### config.mk
export PLATFORM = sky130hd
export DESIGN_NAME = sram_wr_seq
export DESIGN_NICKNAME = d
export VERILOG_FILES = /design/src/rtl/sram_wr_seq.sv
export SDC_FILE = /design/constraint.sdc
export NUM_CORES = 1
export LEC_CHECK = 0
export BUFFER_PORTS_ARGS = -buffer_cell sky130_fd_sc_hd__buf_4
export CORE_UTILIZATION = 51
export CTS_BUF_LIST = sky130_fd_sc_hd__clkbuf_8
export DETAILED_ROUTE_END_ITERATION = 10
export PLACE_DENSITY_LB_ADDON = 0.2
export SKIP_CTS_REPAIR_TIMING = 1
export SLEW_MARGIN = 10
export SYNTH_ARGS = -nofsm -noshare
export SYNTH_HDL_FRONTEND = slang
export SYNTH_SLANG_ARGS = --single-unit
### constraint.sdc
create_clock -name clk -period 4 [get_ports clk]
set_input_delay 0.4 -clock clk [delete_from_list [all_inputs] [get_ports clk]]
set_output_delay 0.4 -clock clk [all_outputs]
set_load 0.01 [all_outputs]
### src/rtl/sram_wr_seq.sv
module sram_wr_seq #(
  parameter int AW    = 13,
  parameter int DW    = 8,
  parameter int T_AS  = 2,
  parameter int T_WP  = 3,
  parameter int T_DH  = 1,
  parameter int T_WR  = 2,
  parameter int T_OFF = 2
) (
  input  logic          clk,
  input  logic          rst_n,
  input  logic          req,
  input  logic          wr_mode,
  input  logic          oe_low,
  input  logic [AW-1:0] addr,
  input  logic [DW-1:0] wdata,
  output logic          busy,
  output logic          done,
  output logic [AW-1:0] mem_addr,
  output logic          mem_ce_n,
  output logic          mem_ce2,
  output logic          mem_we_n,
  output logic [DW-1:0] mem_dq_out,
  output logic          mem_dq_oe
);

  localparam int CW = $clog2(T_AS + T_WP + T_DH + T_WR + T_OFF + 1);

  typedef enum logic [2:0] {S_IDLE, S_SETUP, S_STRB, S_HOLD, S_RECOV} st_t;

  st_t           st;
  logic [CW-1:0] cnt;
  logic [AW-1:0] addr_q;
  logic [DW-1:0] data_q;
  logic          mode_q, oel_q;
  logic [CW-1:0] strb_len;
  logic          last, ce_act, we_act;

  assign strb_len = (!mode_q && oel_q) ? CW'(T_OFF + T_WP - 1) : CW'(T_WP - 1);
  assign last     = (cnt == '0);

  always_ff @(posedge clk or negedge rst_n) begin
    if (!rst_n) begin
      st     <= S_IDLE;
      cnt    <= '0;
      addr_q <= '0;
      data_q <= '0;
      mode_q <= 1'b0;
      oel_q  <= 1'b0;
    end else begin
      case (st)
        S_IDLE: if (req) begin
          st     <= S_SETUP;
          cnt    <= CW'(T_AS - 1);
          addr_q <= addr;
          data_q <= wdata;
          mode_q <= wr_mode;
          oel_q  <= oe_low;
        end
        S_SETUP: if (last) begin st <= S_STRB;  cnt <= strb_len;       end else cnt <= cnt - 1'b1;
        S_STRB:  if (last) begin st <= S_HOLD;  cnt <= CW'(T_DH - 1);  end else cnt <= cnt - 1'b1;
        S_HOLD:  if (last) begin st <= S_RECOV; cnt <= CW'(T_WR - 1);  end else cnt <= cnt - 1'b1;
        S_RECOV: if (last) st <= S_IDLE; else cnt <= cnt - 1'b1;
        default: st <= S_IDLE;
      endcase
    end
  end

  assign ce_act     = (st == S_STRB) || (st == S_SETUP && !mode_q);
  assign we_act     = (st == S_STRB) || (st == S_SETUP &&  mode_q);
  assign mem_ce_n   = !ce_act;
  assign mem_ce2    = ce_act;
  assign mem_we_n   = !we_act;
  assign mem_addr   = addr_q;
  assign mem_dq_out = data_q;
  assign mem_dq_oe  = (st == S_HOLD) || (st == S_STRB && cnt < CW'(T_WP));
  assign busy       = (st != S_IDLE);
  assign done       = (st == S_RECOV) && last;

endmodule

==> results of run 1 <==
==> how the worst max path moves through the flow <==
stage	slack, ns	end	start	depth (start not counted)
CTS	1.78	done	cnt[0]	5
finish	1.77	done	cnt[0]	5
detailed placement	1.95	mem_addr[12]	st[2]	3
global placement	2.01	mem_addr[12]	st[2]	3
global route	1.70	done	cnt[0]	5
floorplan	2.25	done	cnt[0]	5
==> layout by cell type, fill, tap and decap left out, types with 3 or more instances in the layout <==
master    synthesis  layout
buf_4             0      52
dfrtp_1          30      30
mux2_4           20      20
nor2_1            8       8
nand2_1           7       7
clkbuf_8          0       6
inv_1             5       5
a21oi_1           5       5
nor3_1            3       3
o21ai_1           3       3
or3_1             3       3
mux2_2            3       3
ha_1              3       3
==> sequential cells by signal (all words and copies together), names as in the netlist <==
signal	cells
mem_addr	13
mem_dq_out	8
cnt	4
st	3
mode_q	1
oel_q	1
==> worst max-delay path, cell delays in order, from the launching register on <==
cell and delay, ns:
dfrtp_1 0.45, inv_1 0.11, ha_1 0.23, or3b_1 0.47, nor2_1 0.15, buf_4 0.13
==> metrics by stage <==
step                      utilization  instances
after CTS                       0.708        207
after global placement          0.679        201
final                           0.708        207
after global routing            0.708        207
after detailed placement        0.679        201
after floorplan                     -        126
==> kinds of logic (layout without fill, tap and decap cells) <==
| family | Yosys count | in the layout |
|---|---|---|
| DFF | 30 | 30 |
| and+or+nand+nor | 35 | 35 |
| buffers and inverters | 13 | 63 |
| adders and majority gates | 4 | 4 |
| AOI/OAI and AO/OA | 19 | 19 |
| muxes | 23 | 23 |
| xor gates and xnor gates | 2 | 2 |
==> power breakdown <==
| group | leakage (nW) | internal (mW) | switching, mW |
|---|---|---|---|
| Sequential | 0.359 | 0.460 | 0.144 |
| Clock | 0.0431 | 0.132 | 0.0948 |
| Combinational | 0.581 | 0.541 | 0.393 |
| Total | 0.983 | 1.13 | 0.632 |
==> layout make-up <==
cell class | count | area share
multi-input cells | 83 | 0.366
inverters | 5 | 0.00929
clock buffers | 6 | 0.0409
well taps | 31 | 0.0192
flip-flops and latches | 30 | 0.372
repair buffers | 52 | 0.193
==> routing by layer <==
layer / vias up / part of all wire / GRT usage
li1: 539 / - / -
met1: 553 / 0.44 / 0.271
met2: 41 / 0.47 / 0.332
met3: 8 / 0.065 / 0.0491
met4: 0 / 0.019 / 0.115
met5: - / 0 / 0
==> reports/qor.csv, run 1 <==
metric;value;unit
status;complete, but fails checks;
violated checks;design-rule violations;
Worst R2R End;mem_dq_out[3];
drt via density;5.51;
reg2reg start;st[2];
DIE AREA;0.00332;mm2
TritonCTS clock tree;yes;
Peak Freq;0.448;GHz
most frequent cells after synthesis;30 x dfrtp_1, 20 x mux2_4, 8 x nor2_1;
post-route clock period utilization;0.558;
post-synth top area share;0.475;
CTS max path bufs;2;
Worst Path Max Fanout;7;
Mapped Nets;155;
drt drc;6;
main combinational cell family by area after synthesis;multiplexers;
number of H-tree levels;2;
maximum capacitance violations;0;
setup ws final;1.77;ns
worst hold margin;0.0371;ns
DP HPWL;2210;um
CTS buffer count;5;
fraction of synthesized area in multiplexers;0.212;
first-pass GRT wire length;5200;um
Area growth syn-to-layout;27.9;%
n_diodes;0;
GRT Residual Overflow;0;
final hold vios;0;
Post-Synth Simple-Gate Area;0.135;
design area;0.00202;mm2
crit path kind;flip-flop to primary output;
Synth Area in XOR/XNOR;0.0111;
PD cells;874;mW/mm2
Seq/Total Area, Yosys;0.475;
total power;1.76;mW
Yosys top cell by area;dfrtp_1;
worst-margin pin slew;0.582;ns
antenna-violating nets left;0;
First-pass DRT Iterations;7;
detailed-route wire length per cell;14.8;um
Die H;57.6;um
Post-synth ARST share;1.00;
max_slew headroom;0.612;
Post-DP Area;0.00194;mm2
Mapped Area;0.00158;mm2
vias in the first global route;1139;
gr usage total;0.211;
Final Max Slew Viols;0;
ys flop type;dfrtp_1;
clock skew;0.00392;ns
most common cell in the synthesized netlist;dfrtp_1;
core area;0.00285;mm2
RSZ-0062 raised after global routing;no;
# clock sinks;30;
PortBufs;52;
Post-synth EDFFs;0;
Ys Warns;0;
Avg Cell Area, Syn;12.5;um2
Rows;19;
Fill cells;216;
Leak;0.983;nW
Synth area leaders;dfrtp_1 48%, mux2_4 19%, buf_12 2.5%, ha_1 2.4%, mux2_2 2.1%;
Nets;206;
critical path arrival;1.83;ns
Post-Place Worst Slack;1.95;ns
Root Buffer;clkbuf_8;
Yosys reg bits;30;
chip width;57.6;um
setup TNS;0;ns
Initial DRC Count;41;
via count;1141;
Worst-path clk slew;0.06;ns
fin crit period;2.23;ns
count of different cell masters after synthesis;38;
initial core utilization;0.554;
Worst setup EP type;primary output;
HP Class;primary input to asynchronous set/reset pin;
R2R depth;3;
Reg area;751;um2
Clock Latency Late Sink;0.28;ns
adder-cell share of the synthesized area;0.0309;
startpoint types;flip-flop;
Multi-input gate area;738;um2
Synth Area in Compound Gates;0.0784;
maximum VDD drop;0.441;mV
gpl congestion;0.819;
final WL;3070;um
reg2reg setup slack;1.94;ns
endpoints failing setup;0;
largest net degree at the start of global routing;31;
layout cells sized above 1;0.494;
initial antenna violation count;0;
Mapped Cells;126;
CP Data Required Time;3.60;ns
I/O pins;53;
No activity file was read; power rests on OpenSTA's default activity.
==> inputs of run 2 (changes only) <==
- clock period: 4 -> 2.1 ns (I/O delays scaled with it)
==> run 2 against run 1 <==
  * The flow still finishes with violations (design-rule violations)
  * Via count rose by 3.2%
  * Hold slack improved by 0.12 ns
  * Final area rose by 2.8%
  * Sequential share of layout area fell by 1.0 points
  * Global-route usage rose by 0.80 points
  * Clock power rose by 110%
  * Combinational power rose by 99%
  * Critical endpoint unchanged
  * Critical path depth did not move
  * Non-clock buffer count rose by 4
  * Sequential cell count did not move
  * Register-to-register slack got worse by 1.7 ns
==> reports/qor.csv, run 2 (synthesis gave the netlist of run 1 again) <==
metric;value;unit
HP Class;primary input to flip-flop;
largest net degree at the start of global routing;31;
Nets;210;
drt drc;6;
Clock Latency Late Sink;0.28;ns
Rows;19;
Leak;1.02;nW
endpoints failing setup;0;
Worst Path Max Fanout;7;
fin crit period;1.94;ns
CTS buffer count;5;
PortBufs;52;
final WL;3320;um
Multi-input gate area;741;um2
number of H-tree levels;2;
n_diodes;0;
core area;0.00285;mm2
First-pass DRT Iterations;7;
Worst setup EP type;primary output;
critical path arrival;1.73;ns
max_slew headroom;0.731;
GRT Residual Overflow;0;
maximum VDD drop;0.884;mV
initial antenna violation count;0;
Die H;57.6;um
Peak Freq;0.515;GHz
DP HPWL;2400;um
Max stage delay cell, worst path;dfrtp_1;
crit path cell chain;inv_1 > ha_1 > or3b_4 > nor2_1 > buf_4;
CP max stage delay;0.44;ns
chip width;57.6;um
# clock sinks;30;
most common library cell in the layout ignoring fill and taps;buf_4;
Root Buffer;clkbuf_8;
initial core utilization;0.554;
max reg flops;13;
final hold vios;0;
most frequent cells in the layout;54 x buf_4, 30 x dfrtp_1, 20 x mux2_4;
crit path kind;flip-flop to primary output;
post-route clock period utilization;0.925;
Final Max Slew Viols;0;
first-pass GRT wire length;5330;um
startpoint types;flip-flop;
Area growth syn-to-layout;31.5;%
detailed-route wire length per cell;15.6;um
PD cells;1660;mW/mm2
TritonCTS clock tree;yes;
Fill cells;202;
drt via density;5.53;
vias in the first global route;1110;
Worst-path clk slew;0.06;ns
gr usage total;0.219;
Reg area;751;um2
via count;1177;
DIE AREA;0.00332;mm2
RSZ-0062 raised after global routing;no;
gpl congestion;0.816;
CP Data Required Time;1.89;ns
layout cells sized above 1;0.505;
maximum capacitance violations;0;
antenna-violating nets left;0;
Initial DRC Count;40;
clock skew;0.00336;ns
status;complete, but fails checks;
worst-margin pin slew;0.402;ns
violated checks;design-rule violations;
setup TNS;0;ns
CTS max path bufs;2;
I/O pins;53;
worst hold margin;0.157;ns
## run 2: cell types whose count changed in the layout (fill, tap and decap cells not counted), sizes merged
cell and delta:
inv +1, clkinv +1, buf +3, dlygate4sd3 +1
## run 2: cell type report
class                   count  area share
clock buffers               6      0.0398
clock inverters             2     0.00422
inverters                   5     0.00904
multi-input cells          83       0.357
flip-flops and latches     30       0.362
well taps                  31      0.0187
repair buffers             56       0.210
## run 2: routing by layer
layer,wire length (um),vias to the layer above,GRT usage
met5,0,-,0
met4,55,0,0.0871
met3,233,7,0.0804
met2,1630,47,0.332
met1,1400,574,0.287
li1,-,549,-
## run 2: worst paths after layout
kind,slack [ns],from,to,depth (start not counted)
max in group asynchronous,1.43,rst_n,st[1],2
min reg2reg,0.51,mem_addr[11],mem_addr[11],1
max,0.16,cnt[0],done,5
max reg2reg,0.22,cnt[0],cnt[0],6
min in group asynchronous,0.39,rst_n,st[0],2
min,0.16,addr[8],mem_addr[8],2
## run 2: where the power goes
group	leakage, nW	total, mW	switching (mW)	internal, mW
Sequential	0.359	1.13	0.252	0.876
Clock	0.0524	0.468	0.209	0.259
Combinational	0.606	1.86	0.785	1.07
## run 2: worst max-delay path: cells and delay by family, from the launching register on
kind / cells / cell delay, ns
simple gates: 2 / 0.56
buf+inv: 2 / 0.23
fa+ha+maj: 1 / 0.22
flops: 1 / 0.44
## run 2: stage by stage
step / utilization / cell area, um2 / setup slack (ns) / power [mW] / cells
CTS: 0.723 / 2060 / 0.0896 / 3.47 / 212
detailed placement: 0.691 / 1970 / 0.242 / 2.99 / 204
global route: 0.728 / 2080 / 0.0425 / 3.69 / 213
floorplan: - / 1580 / 0.448 / 2.34 / 126
global placement: 0.691 / 1970 / 0.309 / 2.91 / 204
finish: 0.728 / 2080 / 0.159 / 3.46 / 213
==> inputs of run 3 (changes only) <==
--- a/constraint.sdc
+++ b/constraint.sdc
@@ -3,2 +3,2 @@
 set_output_delay 0.21 -clock clk [all_outputs]
-set_load 0.01 [all_outputs]
+set_load 0.1 [all_outputs]
==> run 3 against run 2 <==
  * The run still ends with design-rule violations left
  * Hold slack gained 0.0066 ns
  * Wire length fell by 2.0%
  * Via count decreased by 3.1%
  * Sequential cell count unchanged
  * Critical path depth did not move
  * First-iteration DRC count is 23% higher
  * Non-clock buffer count unchanged
  * Utilization up 1.4 points
  * Register-to-register slack improved by 0.03 ns
==> reports/qor.csv, run 3 (synthesis gave the netlist of run 1 again) <==
metric;value;unit
status;complete, but fails checks;
violated checks;design-rule violations;
crit path cell chain;inv_1 > ha_1 > or3b_4 > nor2_4 > buf_12;
first-pass GRT wire length;5290;um
CTS max path bufs;2;
Worst-path clk slew;0.06;ns
setup TNS;0;ns
Worst Path Max Fanout;7;
# clock sinks;30;
initial antenna violation count;0;
DP HPWL;2310;um
Area growth syn-to-layout;34.0;%
Final Max Slew Viols;0;
Worst setup EP type;primary output;
startpoint types;flip-flop;
n_diodes;0;
RSZ-0062 raised after global routing;no;
chip width;57.6;um
Layout Utilization;0.742;
Fill cells;213;
gpl congestion;0.838;
Post-DP Area;0.00198;mm2
Clock Latency Late Sink;0.28;ns
Peak Freq;0.502;GHz
final WL;3250;um
CP Data Required Time;1.89;ns
gr usage total;0.219;
Rows;19;
Die H;57.6;um
Root Buffer;clkbuf_8;
endpoints failing setup;0;
antenna-violating nets left;0;
drt via density;5.35;
max_slew headroom;0.732;
clock skew;0.00273;ns
TritonCTS clock tree;yes;
max reg flops;13;
Nets;210;
reg2reg setup slack;0.25;ns
drt drc;5;
largest net degree at the start of global routing;31;
core area;0.00285;mm2
CTS buffer count;5;
maximum capacitance violations;0;
Max stage delay cell, worst path;or3b_4;
worst-margin pin slew;0.402;ns
DIE AREA;0.00332;mm2
initial core utilization;0.554;
PortBufs;52;
detailed-route wire length per cell;15.3;um
I/O pins;53;
vias in the first global route;1135;
layout cells sized above 1;0.516;
setup ws final;0.109;ns
GRT Residual Overflow;0;
number of H-tree levels;2;
post-route clock period utilization;0.948;
First-pass DRT Iterations;8;
final hold vios;0;
most frequent cells in the layout;53 x buf_4, 30 x dfrtp_1, 20 x mux2_4;
Initial DRC Count;49;
fin crit period;1.99;ns
CP max stage delay;0.44;ns
Post-Place Worst Slack;0.272;ns
crit path kind;flip-flop to primary output;
HP Class;primary input to flip-flop;
most common library cell in the layout ignoring fill and taps;buf_4;
critical path arrival;1.78;ns
via count;1140;
design area;0.00212;mm2
## run 3: changes by cell type in the layout (fill, tap and decap cells not counted), sizes merged
cell / before / now
clkinv: 1 / 0
clkbuf: 6 / 5
inv: 6 / 7
bufinv: 0 / 1
## run 3: worst paths after layout
path / to / depth (start not counted) / start
worst max-delay path: done / 5 / cnt[0]
worst min-delay path: oel_q / 2 / oe_low
worst max register to register: cnt[0] / 6 / cnt[0]
worst min register to register: mem_addr[12] / 1 / mem_addr[12]
max in group asynchronous: cnt[0] / 2 / rst_n
min in group asynchronous: cnt[2] / 2 / rst_n
## run 3: critical path: cells and delay by family (launching register included)
family / cells / cell delay (ns)
simple gates: 2 / 0.58
flops: 1 / 0.43
buf+inv: 2 / 0.28
fa+ha+maj: 1 / 0.21
## run 3: routing by layer
| metal | vias up | wire length [um] | GRT usage |
|---|---|---|---|
| li1 | 549 | - | - |
| met1 | 543 | 1430 | 0.278 |
| met2 | 41 | 1590 | 0.349 |
| met3 | 7 | 178 | 0.0580 |
| met4 | 0 | 53 | 0.105 |
| met5 | - | 0 | 0 |
## run 3: through the flow
stage               instances  hold WS (ns)
floorplan                 126       -0.0856
global placement          204         0.151
detailed placement        204         0.155
CTS                       212        -0.147
global route              213         0.150
finish                    213         0.163
## run 3: cell type report
| cell class | instances | area, um2 | share of cell area |
|---|---|---|---|
| Clock buffer | 5 | 68.8 | 0.0325 |
| Clock inverter | 3 | 37.5 | 0.0177 |
| Inverter | 5 | 18.8 | 0.00887 |
| Multi-Input combinational cell | 83 | 753 | 0.356 |
| Sequential cell | 30 | 751 | 0.355 |
| Tap cell | 31 | 38.8 | 0.0183 |
| Timing Repair Buffer | 56 | 448 | 0.212 |
Power of run 3 is not shown: default switching activity piles up to over one toggle a cycle in this logic, so the estimate is an artifact.
